===== config.mk =====
export PLATFORM = sky130hd
export DESIGN_NAME = dslot_pc_seq
export DESIGN_NICKNAME = d
export VERILOG_FILES = /design/src/rtl/dslot_pkg.sv /design/src/rtl/dslot_cond.sv /design/src/rtl/dslot_tgt.sv /design/src/rtl/dslot_pc_seq.sv
export SDC_FILE = /design/constraint.sdc
export NUM_CORES = 1
export LEC_CHECK = 0
export ABC_AREA = 0
export BUFFER_PORTS_ARGS = -buffer_cell sky130_fd_sc_hd__buf_4
export CAP_MARGIN = 30
export CORE_MARGIN = 4
export CORE_UTILIZATION = 44
export CTS_BUF_LIST = sky130_fd_sc_hd__clkbuf_16
export CTS_CLUSTER_DIAMETER = 120
export DETAILED_ROUTE_END_ITERATION = 8
export GPL_ROUTABILITY_DRIVEN = 0
export PLACE_DENSITY = 0.7
export SLEW_MARGIN = 15
export SYNTH_ARGS = -nofsm -noshare
export SYNTH_HDL_FRONTEND = slang
export SYNTH_SLANG_ARGS = --single-unit

===== constraint.sdc =====
create_clock -name clk -period 8.6 [get_ports clk]
set_input_delay 1.72 -clock clk [delete_from_list [all_inputs] [get_ports clk]]
set_output_delay 1.72 -clock clk [all_outputs]
set_load 0.02 [all_outputs]

===== src/rtl/dslot_pkg.sv =====
package dslot_pkg;

  localparam int KIND_W = 4;

  typedef enum logic [KIND_W-1:0] {
    XK_NONE   = 4'd0,
    XK_BEQ    = 4'd1,
    XK_BNE    = 4'd2,
    XK_BLEZ   = 4'd3,
    XK_BGTZ   = 4'd4,
    XK_BLTZ   = 4'd5,
    XK_BGEZ   = 4'd6,
    XK_BLTZL  = 4'd7,
    XK_BGEZL  = 4'd8,
    XK_JMP    = 4'd9,
    XK_JMPL   = 4'd10,
    XK_JREG   = 4'd11
  } xfer_e;

  typedef enum logic [1:0] {
    SEL_SEQ  = 2'd0,
    SEL_REL  = 2'd1,
    SEL_ABS  = 2'd2,
    SEL_REG  = 2'd3
  } tgt_sel_e;

endpackage


===== src/rtl/dslot_cond.sv =====
module dslot_cond
  import dslot_pkg::*;
#(
  parameter int XLEN = 32
) (
  input  logic [KIND_W-1:0] kind,
  input  logic [XLEN-1:0]   opnd_a,
  input  logic [XLEN-1:0]   opnd_b,
  output tgt_sel_e          sel,
  output logic              do_link
);

  logic a_eq_b;
  logic a_neg;
  logic a_zero;
  logic taken;
  xfer_e k;

  assign k      = xfer_e'(kind);
  assign a_eq_b = (opnd_a == opnd_b);
  assign a_neg  = opnd_a[XLEN-1];
  assign a_zero = (opnd_a == '0);

  always_comb begin
    taken   = 1'b0;
    do_link = 1'b0;
    sel     = SEL_SEQ;
    case (k)
      XK_BEQ:   taken = a_eq_b;
      XK_BNE:   taken = !a_eq_b;
      XK_BLEZ:  taken = a_neg || a_zero;
      XK_BGTZ:  taken = !a_neg && !a_zero;
      XK_BLTZ:  taken = a_neg;
      XK_BGEZ:  taken = !a_neg;
      XK_BLTZL: begin taken = a_neg;  do_link = 1'b1; end
      XK_BGEZL: begin taken = !a_neg; do_link = 1'b1; end
      XK_JMP:   sel = SEL_ABS;
      XK_JMPL:  begin sel = SEL_ABS; do_link = 1'b1; end
      XK_JREG:  sel = SEL_REG;
      default:  sel = SEL_SEQ;
    endcase
    if (taken) sel = SEL_REL;
  end

endmodule


===== src/rtl/dslot_tgt.sv =====
module dslot_tgt
  import dslot_pkg::*;
#(
  parameter int XLEN  = 32,
  parameter int OFF_W = 16,
  parameter int IDX_W = 26
) (
  input  logic [XLEN-1:0]  slot_pc,
  input  logic [OFF_W-1:0] br_off,
  input  logic [IDX_W-1:0] jmp_idx,
  input  logic [XLEN-1:0]  reg_tgt,
  input  tgt_sel_e         sel,
  output logic [XLEN-1:0]  nxt
);

  localparam int EXT_W  = XLEN - OFF_W - 2;
  localparam int HI_W   = XLEN - IDX_W - 2;
  localparam logic [XLEN-1:0] WORD = XLEN'(4);

  logic [XLEN-1:0] seq_pc;
  logic [XLEN-1:0] rel_pc;
  logic [XLEN-1:0] abs_pc;
  logic [XLEN-1:0] disp;

  assign disp   = {{EXT_W{br_off[OFF_W-1]}}, br_off, 2'b00};
  assign seq_pc = slot_pc + WORD;
  assign rel_pc = slot_pc + disp;
  assign abs_pc = {slot_pc[XLEN-1 -: HI_W], jmp_idx, 2'b00};

  always_comb begin
    case (sel)
      SEL_REL: nxt = rel_pc;
      SEL_ABS: nxt = abs_pc;
      SEL_REG: nxt = reg_tgt;
      default: nxt = seq_pc;
    endcase
  end

endmodule


===== src/rtl/dslot_pc_seq.sv =====
module dslot_pc_seq
  import dslot_pkg::*;
#(
  parameter int              XLEN      = 32,
  parameter int              OFF_W     = 16,
  parameter int              IDX_W     = 26,
  parameter int              LREG_W    = 5,
  parameter logic [XLEN-1:0] RESET_VEC = 32'h0000_1000
) (
  input  logic              clk,
  input  logic              rst,
  input  logic              step,
  input  logic [KIND_W-1:0] xfer_kind,
  input  logic [XLEN-1:0]   opnd_a,
  input  logic [XLEN-1:0]   opnd_b,
  input  logic [OFF_W-1:0]  br_off,
  input  logic [IDX_W-1:0]  jmp_idx,
  input  logic [XLEN-1:0]   reg_tgt,
  output logic [XLEN-1:0]   fetch_pc,
  output logic [XLEN-1:0]   next_pc,
  output logic              link_we,
  output logic [LREG_W-1:0] link_idx,
  output logic [XLEN-1:0]   link_val
);

  localparam logic [XLEN-1:0]   RET_SKIP = XLEN'(8);
  localparam logic [XLEN-1:0]   WORD     = XLEN'(4);
  localparam logic [LREG_W-1:0] LINK_REG = {LREG_W{1'b1}};

  tgt_sel_e        sel;
  logic            do_link;
  logic [XLEN-1:0] nxt;

  dslot_cond #(.XLEN(XLEN)) u_cond (
    .kind    (xfer_kind),
    .opnd_a  (opnd_a),
    .opnd_b  (opnd_b),
    .sel     (sel),
    .do_link (do_link)
  );

  dslot_tgt #(.XLEN(XLEN), .OFF_W(OFF_W), .IDX_W(IDX_W)) u_tgt (
    .slot_pc (next_pc),
    .br_off  (br_off),
    .jmp_idx (jmp_idx),
    .reg_tgt (reg_tgt),
    .sel     (sel),
    .nxt     (nxt)
  );

  assign link_idx = LINK_REG;

  always_ff @(posedge clk) begin
    if (rst) begin
      fetch_pc <= RESET_VEC;
      next_pc  <= RESET_VEC + WORD;
      link_we  <= 1'b0;
      link_val <= '0;
    end else begin
      link_we <= 1'b0;
      if (step) begin
        fetch_pc <= next_pc;
        next_pc  <= nxt;
        link_we  <= do_link;
        if (do_link) link_val <= fetch_pc + RET_SKIP;
      end
    end
  end

endmodule


# Yosys cells after proc, flatten, opt, wreduce, memory -nomap -nowiden
# Index checks and enable logic that the tools add are counted.
[totals]
ff_bits = 97
latchBits = 0
ramBits = 0
romBits = 0
input_bits = 145
output_inout_bits = 102
n_memories = 0
[classes]
add_sub_neg = 3
multipliers = 0
div_mod_pow = 0
n_lt_le_gt_ge = 0
n_eq_ne = 15
n_shift = 0
muxes = 5
bitwise = 2
reduce_logical = 13
[ops]
columns = ["cell", "count"]
rows = [
  ["$pmux 32 s3", 1],
  ["$add 32x3->32 const B", 1],
  ["$add 32x32->32", 1],
  ["$add 32x4->32 const B", 1],
  ["$eq 32x32->1", 1],
  ["$logic_not 32->1", 1],
  ["$eq 4x3->1 const B", 4],
  ["$eq 4x4->1 const B", 4],
  ["$eq 4x2->1 const B", 2],
  ["$reduce_or 2->1", 4],
  ["$pmux 1 s6", 1],
  ["$eq 2x2->1 const B", 2],
  ["$eq 4x1->1 const B", 1],
  ["$pmux 2 s2", 1],
  ["$reduce_and 2->1", 2],
  ["$logic_not 1->1", 3],
  ["$reduce_or 3->1", 1],
  ["$eq 2x1->1 const B", 1],
  ["$mux 2", 1],
  ["$not 1->1", 2],
  ["$logic_and 1x1->1", 1],
  ["$logic_or 1x1->1", 1],
  ["$mux 1", 1],
]

# Longest topological paths before layout
# Gate-level depths: netlist (run 1).
[depth]
word_depth = 8
ltp_mapped = 20

# By module
# A second synthesis (run 1) with hierarchy kept.
[unflattened]
hier_cells = 900
hier_area_um2 = 7191.9
[modules_own_cells]
columns = ["mod", "instances", "cells_each", "area_per_inst_um2", "seq_area_each_um2"]
rows = [
  ["dslot_pc_seq", 1, 424, 4018.9, 1941.9],
  ["dslot_tgt", 1, 401, 2602.5, 0.0],
  ["dslot_cond", 1, 75, 570.5, 0.0],
]

# Worst setup path before layout (run 1)
# No wires, ideal clock.
[synth_path]
kind = "input to register"
startpoint = "input opnd_a[24]"
endpoint = "register next_pc[31]"
setup_time_ns = 0.122
arrival_ns = 5.586
required_ns = 8.478
setup_slack_ns = 2.892
path_stages = 19
cell_sequence = "xor2_1 nor4_1 nand4_1 nor2_1 mux2i_1 a211oi_2 clkbuf_1 nor2b_1 ha_1 and4_1 a21o_1 or3_1 a31o_1 a2111oi_4 o41ai_2 a31oi_2 xnor2_1 nor4b_2 a311o_1"
[synth_between]
elab_chain_len = 8
elab_cells_between_ends = 14
classes_between = "eq/ne (4); mux (3); bitwise (1); reduce/logical (6)"
[synth_rtl]
columns = ["element", "line", "rtl"]
rows = [
  ["start, declared", "dslot_pc_seq.sv:14", "input logic [XLEN-1:0] opnd_a,"],
  ["$logic_not 32->1", "dslot_cond.sv:22", "assign a_zero = (opnd_a == '0);"],
  ["$logic_not 1->1", "dslot_cond.sv:32", "XK_BGTZ: taken = !a_neg && !a_zero;"],
  ["$logic_and 1x1->1", "dslot_cond.sv:32", ""],
  ["$pmux 1 s6 *", "dslot_cond.sv:28", "case (k)"],
  ["$mux 2 *", "dslot_cond.sv:42", "if (taken) sel = SEL_REL;"],
  ["parallel branches: the longest is 3 deep, another holds $pmux 32 s3", "n/a", ""],
  ["end signal, assigned", "dslot_pc_seq.sv:56", "next_pc <= RESET_VEC + WORD;"],
  ["end signal, assigned", "dslot_pc_seq.sv:63", "next_pc <= nxt;"],
  ["end, declared", "dslot_pc_seq.sv:20", "output logic [XLEN-1:0] next_pc,"],
]
# Every way passes the cells marked *.
# A chain may end at the register's enable or synchronous reset.

# Worst setup path after layout (run 1)
[layout_path]
startpoint = "input opnd_a[28]"
endpoint = "register next_pc[31]"
# Same word-level chain as after synthesis.

==> key figures, run 1 <==
Setup path
  • WP data required: 8.83 ns
  • Reg2Reg Setup Slack: 5.42 ns
  • R2R cell count: 12
  • Crit path depth: 18
  • Cell mode on critical path: buf_4
  • Arrival time worst endpoint: 6.30 ns
  • Crit-path slowest cell: ha_1
  • Crit end category: register
  • Worst path cell trace: buf_4 > xor2_1 > nor4_1 > nand4_1 > nor2_1 > mux2i_1 > a211oi_2 > buf_4 > and2b_1 > ha_1 > nand2_1 > nor3_1 > a2111oi_4 > o41ai_2 > a31oi_2 > xnor2_1 > nor4b_2 > a311o_1
  • CP bufs+invs: 2
  • Reg2Reg Launch Point: next_pc[2]
  • Delay-heaviest family, CP: simple AND/OR/NAND/NOR gates
  • CP max FO: 15
  • CP max stage delay: 0.50 ns
  • Critical path origin: opnd_a[28]
  • Worst Setup Start Kind: input port
  • Worst setup path end: next_pc[31]
  • Classification of the worst setup path: input port to register
  • R2r endpoint: next_pc[30]

Layout
  • Layout cells sized above 1: 0.284
  • Fin util: 0.611
  • P&R area growth vs syn: 34.1%
  • Diodes inserted: 0
  • Final nets: 1163
  • Design area: 8580 um2

Route
  • Post-Route WL: 19200 um
  • DRC errors left: 0
  • Number of vias per cell: 5.43
  • Post-route ant nets: 0
  • DR iter-0 viols: 398
  • DR WL/cell: 16.4 um
  • Routed via count: 6363
  • 1st-pass router iterations: 4

Place
  • Hpwl dp: 15300 um
  • DP Area: 8290 um2
  • Pre-CTS WS: 2.03 ns
  • IO buf count: 241

Timing
  • Slew headroom: 0.476
  • Clock Skew: 0.00567 ns
  • Fmax achieved: 165 MHz
  • Setup tns final: 0 ns
  • Count of final hold-check violations: 0
  • Fin crit share: 0.705
  • Slew @ Worst Pin: 0.787 ns
  • Setup-failing EPs final: 0
  • Period minus WS final: 6.06 ns
  • Max Slew Vio Count: 0
  • Unrepaired setup endpoints after global routing: false
  • Final WS setup: 2.54 ns

Synth
  • Area leader, netlist: dfxtp_1
  • Yosys warns: 0
  • Ys async rst share: 0
  • Synth Flop Type: dfxtp_1
  • Post-synth EDFFs: 0
  • Synth Instances: 774
  • #FFs+latches synth: 97
  • Syn avg cell area: 8.26 um2
  • Post-synthesis sequential area ratio: 0.304
  • Yosys top cell area share: 0.304
  • Top cells by area, synth: dfxtp_1 (30%), xor2_1 (7.9%), nor2_1 (7.3%)
  • Unique masters post-synth: 62
  • Post-Syn Area: 6390 um2

Clock network
  • Clk Latency, worst-skew pair: 0.35 ns
  • Reg clk slew, reported paths: 0.07 ns
  • CTS tree: done
  • CTS resizes: 0
  • CTS buffer count: 9
  • Post-CTS Setup Inserts: 0
  • Clk root buf: clkbuf_16
  • Hold Buf Count CTS: 0
  • Clock sink count: 97
  • Clock Path Buffers: 2
  • Htree depth: 3

Run
  • Max-cap viol count: 0

Floorplanning
  • Die Width: 129 um
  • Die Height: 129 um
  • CORE AREA: 14000 um2
  • Floorplan row count: 43
  • Io pins: 247
  • Die area: 16500 um2
  • Starting Density: 0.455

Global routing
  • Largest net degree at the start of global routing: 65
  • Antenna violations before repair: 0
  • GR Util All Layers: 0.229
  • Total grt overflow: 0
  • First-pass GRT wire length: 30700 um
  • Vias in the first global route: 5886

Power
  • Pwr per Cell Area: 142 nW/um2
  • Leak: 3.87 nW
  • Worst VDD drop: 0.130 mV

Outcome
  • Status: finished, final reports clean

Hold path
  • Hold Path Class: register to register
[metal layers]
layer  vias to the layer above  track usage  share of wire  wire length [um]
met5                         -            0              0                 0
met4                         0       0.0500          0.012               235
met3                        16       0.0428          0.069              1320
met2                       191        0.359           0.45              8670
met1                      2931        0.330           0.47              8960
li1                       3225            -              -                 -
[logic make-up (layout without fill, tap and decap cells)]
family,after synthesis,in the layout,synth area share
buffers and inverters,55,268,0.0356
AOI/OAI and AO/OA,177,177,0.204
adders and majority gates,31,31,0.0618
DFF,97,97,0.304
muxes,46,46,0.0728
and+or+nand+nor,284,284,0.207
other,1,5,0.000586
xor gates and xnor gates,83,83,0.114
[power by group]
part,internal (mW),total (mW),switching (mW)
Clock,0.197,0.376,0.179
Combinational,0.157,0.329,0.173
Sequential,0.475,0.510,0.0346
Total,0.829,1.22,0.387
[layout make-up]
type / count / area, um2
fillers: 1341 / 5470
multi-input cells: 626 / 4250
flip-flops and latches: 97 / 1940
repair buffers: 248 / 1870
clock buffers: 9 / 225
well taps: 180 / 225
clock inverters: 6 / 45.0
inverters: 5 / 18.8
[synth_stat cells (all sizes together) (2+ instances only)]
library cell and number:
a2111oi 2, a211o 3, a211oi 33, a21boi 3, a21o 14, a21oi 38
a221oi 4, a22oi 24, a311o 3, a311oi 16, a31o 3, a31oi 2
and3 8, buf 11, clkbuf 39, dfxtp 97, ha 30, inv 5
mux2 4, mux2i 42, nand2 52, nand2b 12, nand3 16, nand4 8
nor2 124, nor2b 22, nor3 10, nor3b 3, nor4 16, nor4b 2
o21a 3, o21ai 16, o21bai 4, o221ai 3, o22ai 2, or2 2
or3 5, xnor2 25, xor2 58
[worst register-to-register path, cell delays in order (launching register included)]
cell and delay (ns):
dfxtp_1 0.34, ha_1 0.25, fa_1 0.41, a21o_1 0.17, a21oi_1 0.26, o21ai_1 0.19, a22oi_2 0.29, o311ai_2 0.20
a311o_1 0.36, a21oi_1 0.18, xnor2_1 0.08, a221oi_1 0.24, nor3_1 0.08
[registers in the layout (all words and copies together), names as in the netlist]
| signal | cells |
|---|---|
| next_pc | 32 |
| link_val | 32 |
| fetch_pc | 32 |
| link_we | 1 |
[cell usage in the layout, fill, tap and decap left out, types with 21 or more instances in the layout]
cell,synthesis,final
xor2_1,58,58
a211oi_1,32,32
a22oi_1,23,23
xnor2_1,25,25
dfxtp_1,97,97
mux2i_1,42,42
nor2b_1,22,21
a21oi_1,37,37
ha_1,30,30
nor2_1,124,123
buf_4,5,247
nand2_1,52,52
[worst min path at each step]
stage | start | end | slack, ns | cells after the start
2_1_floorplan | next_pc[0] | next_pc[0] | 0.54 | 2
3_3_place_gp | next_pc[0] | next_pc[0] | 0.46 | 2
3_5_place_dp | next_pc[0] | next_pc[0] | 0.46 | 2
4_1_cts | next_pc[0] | next_pc[0] | 0.47 | 2
5_1_grt | next_pc[0] | next_pc[0] | 0.50 | 2
6_report | next_pc[0] | next_pc[0] | 0.47 | 2
[stage by stage]
stage          power [mW]  cells  hold WS, ns
2_1_floorplan       0.707    778        0.540
3_3_place_gp        0.844   1153        0.462
3_5_place_dp        0.848   1154        0.463
4_1_cts              1.23   1169        0.472
5_1_grt              1.28   1171        0.498
6_report             1.22   1171        0.475
Note: power is estimated with default switching activity, not from simulation.
==> run 2: changes to the inputs <==
- ABC_AREA: 0 -> 1
- PLACE_DENSITY: 0.7 -> 0.69
- clock period: 8.6 -> 6 ns (I/O delays scaled with it)
==> run 2 against run 1 <==
Hold slack better by 0.0043 ns. Non-clock buffer count is 3 lower. Highest routed layer unchanged. Clock-buffer cell count stayed put. Register-to-register slack worse by 1.8 ns. Core utilization is 0.17 points lower. Synthesized cell count is 33% higher. Worst setup slack worse by 0.94 ns. Sequential cell count stayed put. Sequential share of layout area is 1.0 points lower. Global-route usage is 2.9 points higher. Largest power group unchanged.
==> key figures, run 2 <==
Layout
  • Commonest cells after routing, fill and taps aside: buf_4 (244), nand2_1 (159), nor2_1 (149), o21ai_0 (109), a21oi_1 (107)
  • Layout cells sized above 1: 0.233 (-0.0508)
  • P&R area growth vs syn: 33.5%
  • Largest regs: fetch_pc: 32 flops, link_val: 32 flops, next_pc: 32 flops
  • Most common cell after layout, fill and taps aside: buf_4
  • Final nets: 1421 (+22%)
  • Diodes inserted: 0 (unchanged)
  • Finished Layout Cells: 1434 (+22%)

Hold path
  • Hold path depth: 2 (unchanged)
  • Hold Path Class: register to register

Place
  • Hpwl dp: 18300 um (+20%)
  • IO buf count: 241 (unchanged)
  • Dpl cells: 1418 (+23%)

Route
  • DR WL/cell: 16.2 um (-0.93%)
  • Routed via count: 7584 (+19%)
  • DRC errors left: 0 (unchanged)
  • Post-Route WL: 23300 um (+21%)
  • Number of vias per cell: 5.29 (-2.7%)
  • 1st-pass router iterations: 5 (+1)
  • DR iter-0 viols: 663 (+67%)
  • Post-route ant nets: 0 (unchanged)

Synth
  • #FFs+latches synth: 97 (unchanged)
  • Synth Flop Type: dfxtp_1
  • Yosys warns: 0 (unchanged)
  • Most frequent cell after synthesis: nand2_1
  • Synth Instances: 1027 (+33%)
  • Yosys top cell area share: 0.288 (-0.0152)
  • Top cells by area, synth: dfxtp_1 (29%), nand2_1 (8.9%), nor2_1 (8.4%)
  • Area leader, netlist: dfxtp_1
  • Post-Syn Area: 6730 um2 (+5.3%)
  • Post-synthesis sequential area ratio: 0.288 (-0.0152)
  • Syn avg cell area: 6.56 um2 (-21%)
  • Post-synth EDFFs: 0 (unchanged)
  • Ys async rst share: 0 (unchanged)
  • Unique masters post-synth: 43 (-31%)
  • Synth top cells by count: nand2_1 (159), nor2_1 (150), o21ai_0 (109)

Timing
  • Max Slew Vio Count: 0 (unchanged)
  • Slew headroom: 0.530 (+0.0540)
  • Fmax achieved: 227 MHz
  • Unrepaired setup endpoints after global routing: false
  • Period minus WS final: 4.40 ns
  • Clock Skew: 0.00678 ns (+0.00111 ns)
  • WHS: 0.479 ns (+0.00428 ns)
  • Fin crit share: 0.734
  • Count of final hold-check violations: 0 (unchanged)
  • Slew @ Worst Pin: 0.706 ns (-0.0810 ns)
  • Setup tns final: 0 ns (unchanged)
  • Setup-failing EPs final: 0 (unchanged)

Setup path
  • Cell mode on critical path: nand2_1
  • Crit-path slowest cell: fa_1
  • Arrival time worst endpoint: 4.69 ns (-1.61 ns)
  • R2R cell count: 10 (-2)
  • CP max stage delay: 0.42 ns (-0.08 ns)
  • Classification of the worst setup path: input port to register
  • Worst Setup Start Kind: input port
  • Reg2Reg Setup Slack: 3.61 ns (-1.81 ns)
  • WP data required: 6.28 ns (-2.55 ns)
  • CP max FO: 15 (unchanged)
  • Crit end category: register

Clock network
  • CTS resizes: 0 (unchanged)
  • Clk Latency, worst-skew pair: 0.35 ns (about the same)
  • Htree depth: 3 (unchanged)
  • Reg clk slew, reported paths: 0.07 ns (about the same)
  • CTS tree: done
  • Clk root buf: clkbuf_16
  • Clock sink count: 97 (unchanged)
  • Hold Buf Count CTS: 0 (unchanged)
  • Post-CTS Setup Inserts: 0 (unchanged)
  • Clock Path Buffers: 2 (unchanged)
  • CTS buffer count: 9 (unchanged)

Global routing
  • Total grt overflow: 0 (unchanged)
  • Vias in the first global route: 6958 (+18%)
  • GR Util All Layers: 0.258 (+0.0286)
  • Antenna violations before repair: 0 (unchanged)
  • First-pass GRT wire length: 36500 um (+19%)
  • Largest net degree at the start of global routing: 71 (+9.2%)

Floorplanning
  • Die area: 17300 um2 (+5.0%)
  • Io pins: 247 (unchanged)
  • Floorplan row count: 44 (+2.3%)
  • Die Width: 132 um (+2.4%)
  • Die Height: 132 um (+2.4%)
  • CORE AREA: 14800 um2 (+5.1%)
  • Starting Density: 0.456 (+0.000922)

Power
  • Pwr per Cell Area: 209 nW/um2 (+48%)
  • Leak: 4.39 nW (+13%)
  • Worst VDD drop: 0.148 mV (+14%)

Run
  • Max-cap viol count: 0 (unchanged)

Outcome
  • Status: finished, final reports clean
-- run 2: changes by cell type after synthesis, sizes merged, moves of 32 or more --
cell,previous run,this run
a211oi,33,1
a21oi,38,108
inv,5,111
mux2i,42,0
nand2,52,164
nor2,124,157
o21ai,16,125
xor2,58,19
-- run 2: cell type report --
type	count	area (um2)
clock inverter	7	95.1
multi-input combinational	781	4230
tap	184	230
clock buffer	9	225
fill	1460	5770
timing repair buffer	245	1850
sequential	97	1940
inverter	111	417
-- run 2: where the power goes --
group	total, mW	switching [mW]	leakage, nW	internal (mW)
clock network	0.619	0.283	0.157	0.336
logic	0.513	0.292	3.43	0.221
registers	0.747	0.0598	0.798	0.687
total	1.88	0.635	4.39	1.24
-- run 2: metal layers --
| layer | track usage | wire, um |
|---|---|---|
| met3 | 0.0459 | 1530 |
| met1 | 0.365 | 10800 |
| met4 | 0.0665 | 456 |
| met5 | 0 | 0 |
| met2 | 0.406 | 10500 |
-- run 2: logic make-up (layout without fill, tap and decap cells) --
logic type / after synthesis / in the layout / synth area share
XOR/XNOR: 51 / 51 / 0.0663
other: 1 / 5 / 0.000557
AND/OR/NAND/NOR: 404 / 404 / 0.258
flip-flops: 97 / 97 / 0.288
adder cells (fa/ha/maj): 31 / 31 / 0.0587
AO/OA/AOI/OAI: 290 / 290 / 0.239
buffers and inverters: 153 / 372 / 0.0883
-- run 2: path summary, 6_finish.rpt --
kind,to,startpoint
max,next_pc[16],opnd_a[24]
min,link_val[8],link_val[8]
max reg2reg,next_pc[21],next_pc[4]
min reg2reg,link_val[8],link_val[8]
-- run 2: metrics by stage --
stage	area, um2	util	total power, mW	setup slack (ns)
3_3_place_gp	8650	0.586	1.26	1.28
4_1_cts	8990	0.609	1.89	1.60
2_1_floorplan	6750	-	1.04	1.98
3_5_place_dp	8670	0.587	1.27	1.23
5_1_grt	8990	0.609	1.98	1.21
6_report	8990	0.609	1.88	1.60
-- run 2: worst max-delay path, delay by kind of cell --
kind	cells	cell delay, ns
buffers and inverters	3	0.48
AOI/OAI and AO/OA	7	0.94
adders and majority gates	2	0.64
and+or+nand+nor	13	1.44
==> run 3: changes to the inputs <==
- ABC_AREA: 1 -> 0
- PLACE_DENSITY: 0.69 -> 0.73
- clock period: 6 -> 3.6 ns (I/O delays scaled with it)
==> run 3 against run 2 <==
The run now ends with setup timing left. Highest routed layer unchanged. Sequential cell count unchanged. Core utilization is 11 points higher. First-iteration DRC count shrank 11%. Critical path depth down 4.
==> key figures, run 3 (same netlist as run 1, synthesis figures left out) <==
Floorplanning
  • Die Width: 129 um (-2.4%)
  • Floorplan row count: 43 (-2.3%)
  • Starting Density: 0.455 (-0.000922)
  • CORE AREA: 14000 um2 (-4.8%)
  • Die area: 16500 um2 (-4.7%)
  • Die Height: 129 um (-2.4%)
  • Io pins: 247 (unchanged)

Power
  • Pwr per Cell Area: 320 nW/um2 (+53%)
  • Leak: 4.66 nW (+6.2%)
  • Final Power: 3.24 mW (+72%)
  • Worst VDD drop: 0.303 mV (+100%)

Setup path
  • Worst Setup Start Kind: input port
  • Arrival time worst endpoint: 4.79 ns (+0.10 ns)
  • Worst path cell trace: buf_4 > xor2_1 > nor4_1 > nand4_1 > nor2_2 > mux2i_1 > a211oi_2 > buf_6 > buf_6 > nor2b_4 > ha_4 > a21o_1 > nand2b_4 > or3_1 > a31o_1 > a2111oi_4 > o41ai_2 > a31oi_2 > xnor2_2 > nor4b_2 > a311o_1
  • Crit end category: register
  • CP max stage delay: 0.36 ns (-0.06 ns)
  • Crit-path slowest cell: a2111oi_4
  • Classification of the worst setup path: input port to register
  • WP data required: 3.84 ns (-2.44 ns)
  • Reg2Reg Setup Slack: 0.48 ns (-3.13 ns)
  • Cell mode on critical path: buf_6
  • CP max FO: 7 (-8)

Timing
  • WHS: 0.479 ns (-0.000119 ns)
  • Final WS setup: -0.952 ns (-2.55 ns)
  • Unrepaired setup endpoints after global routing: true
  • Slew @ Worst Pin: 0.679 ns (-0.0262 ns)
  • Slew headroom: 0.547 (+0.0175)
  • Max Slew Vio Count: 0 (unchanged)
  • Setup-failing EPs final: 25 (+25)
  • Count of final hold-check violations: 0 (unchanged)
  • Clock Skew: 0.0169 ns (+0.0101 ns)
  • Period minus WS final: 4.55 ns
  • Fmax achieved: 220 MHz
  • Fin crit share: 1.26

Clock network
  • Clk root buf: clkbuf_16
  • Reg clk slew, reported paths: 0.07 ns (about the same)
  • Clk Latency, worst-skew pair: 0.35 ns (about the same)
  • Clock Path Buffers: 2 (unchanged)
  • Clock sink count: 97 (unchanged)
  • Htree depth: 3 (unchanged)
  • CTS buffer count: 9 (unchanged)
  • CTS tree: done

Outcome
  • Status: complete, but fails checks
  • Failing checks: setup timing

Route
  • DR WL/cell: 17.8 um (+9.4%)
  • DR iter-0 viols: 587 (-11%)
  • 1st-pass router iterations: 5 (unchanged)
  • DRC errors left: 0 (unchanged)
  • Post-Route WL: 23000 um (-1.0%)
  • Number of vias per cell: 5.49 (+3.7%)
  • Routed via count: 7115 (-6.2%)
  • Post-route ant nets: 0 (unchanged)

Hold path
  • Hold Path Class: register to register

Layout
  • Final nets: 1289 (-9.3%)
  • Largest regs: fetch_pc: 32 flops, link_val: 32 flops, next_pc: 32 flops
  • Most common cell after layout, fill and taps aside: buf_4
  • Fill cell count: 1100 (-25%)
  • Diodes inserted: 0 (unchanged)
  • Commonest cells after routing, fill and taps aside: buf_4 (349), nor2_1 (121), dfxtp_1 (97), xor2_1 (54), nand2_1 (49)
  • Design area: 10100 um2 (+13%)
  • Layout cells sized above 1: 0.427 (+0.194)
  • P&R area growth vs syn: 58.1%

Global routing
  • Vias in the first global route: 6795 (-2.3%)
  • Antenna violations before repair: 0 (unchanged)
  • GR Util All Layers: 0.257 (-0.000946)
  • First-pass GRT wire length: 34400 um (-5.9%)
  • Total grt overflow: 0 (unchanged)
  • Largest net degree at the start of global routing: 65 (-8.5%)

Place
  • IO buf count: 241 (unchanged)
  • Hpwl dp: 16700 um (-8.4%)
  • DP Area: 9110 um2 (+5.2%)

Run
  • Max-cap viol count: 0 (unchanged)
run 3: per-stage QoR:
| step | utilization | worst slack [ns] | instances | setup TNS (ns) |
|---|---|---|---|---|
| after global placement | 0.649 | -1.25 | 1259 | -23.72 |
| after floorplan | - | -1.03 | 778 | -12.34 |
| after detailed placement | 0.649 | -1.36 | 1259 | -25.02 |
| final | 0.720 | -0.952 | 1297 | -15.29 |
| after global routing | 0.720 | -1.11 | 1297 | -19.38 |
| after CTS | 0.697 | -0.892 | 1290 | -12.23 |
run 3: layout make-up:
type	instances	area, um2	share of cell area
multi-input combinational	626	4720	0.467
timing repair buffer	374	2910	0.288
sequential	97	1940	0.192
clock buffer	9	225	0.0223
tap	180	225	0.0223
clock inverter	6	67.6	0.00668
inverter	5	18.8	0.00186
run 3: path summary, 6_finish.rpt:
kind,cells after the start,endpoint,from
worst min-delay path,2,next_pc[0],next_pc[0]
worst max-delay path,21,next_pc[31],opnd_a[11]
worst max register to register,11,next_pc[31],next_pc[12]
worst min register to register,2,next_pc[0],next_pc[0]
run 3: timing repair:
item                       CTS  global route
buffers inserted            20            12
gates cloned                 1             0
pin swaps                   77            64
gates resized for setup     51            51
setup endpoints to repair   25            26
hold buffers                 0             0
run 3: report_power, final:
| group | switching [mW] | leakage (nW) | total [mW] | internal, mW |
|---|---|---|---|---|
| registers | 0.0894 | 0.793 | 1.22 | 1.14 |
| clock network | 0.444 | 0.144 | 0.983 | 0.540 |
| logic | 0.500 | 3.73 | 1.03 | 0.529 |
run 3: routing by layer:
layer / routed length, um / track usage / up-vias
met5: 0 / 0 / -
met4: 647 / 0.0821 / 0
met2: 11000 / 0.422 / 278
met3: 1610 / 0.0423 / 46
li1: - / - / 3458
met1: 9810 / 0.345 / 3333
run 3: worst max-delay path, delay by kind of cell:
kind,cells,cell delay [ns]
AOI/OAI and AO/OA,7,1.76
and+or+nand+nor,7,1.22
buffers and inverters,3,0.45
xor gates and xnor gates,2,0.30
adders and majority gates,1,0.23
muxes,1,0.09
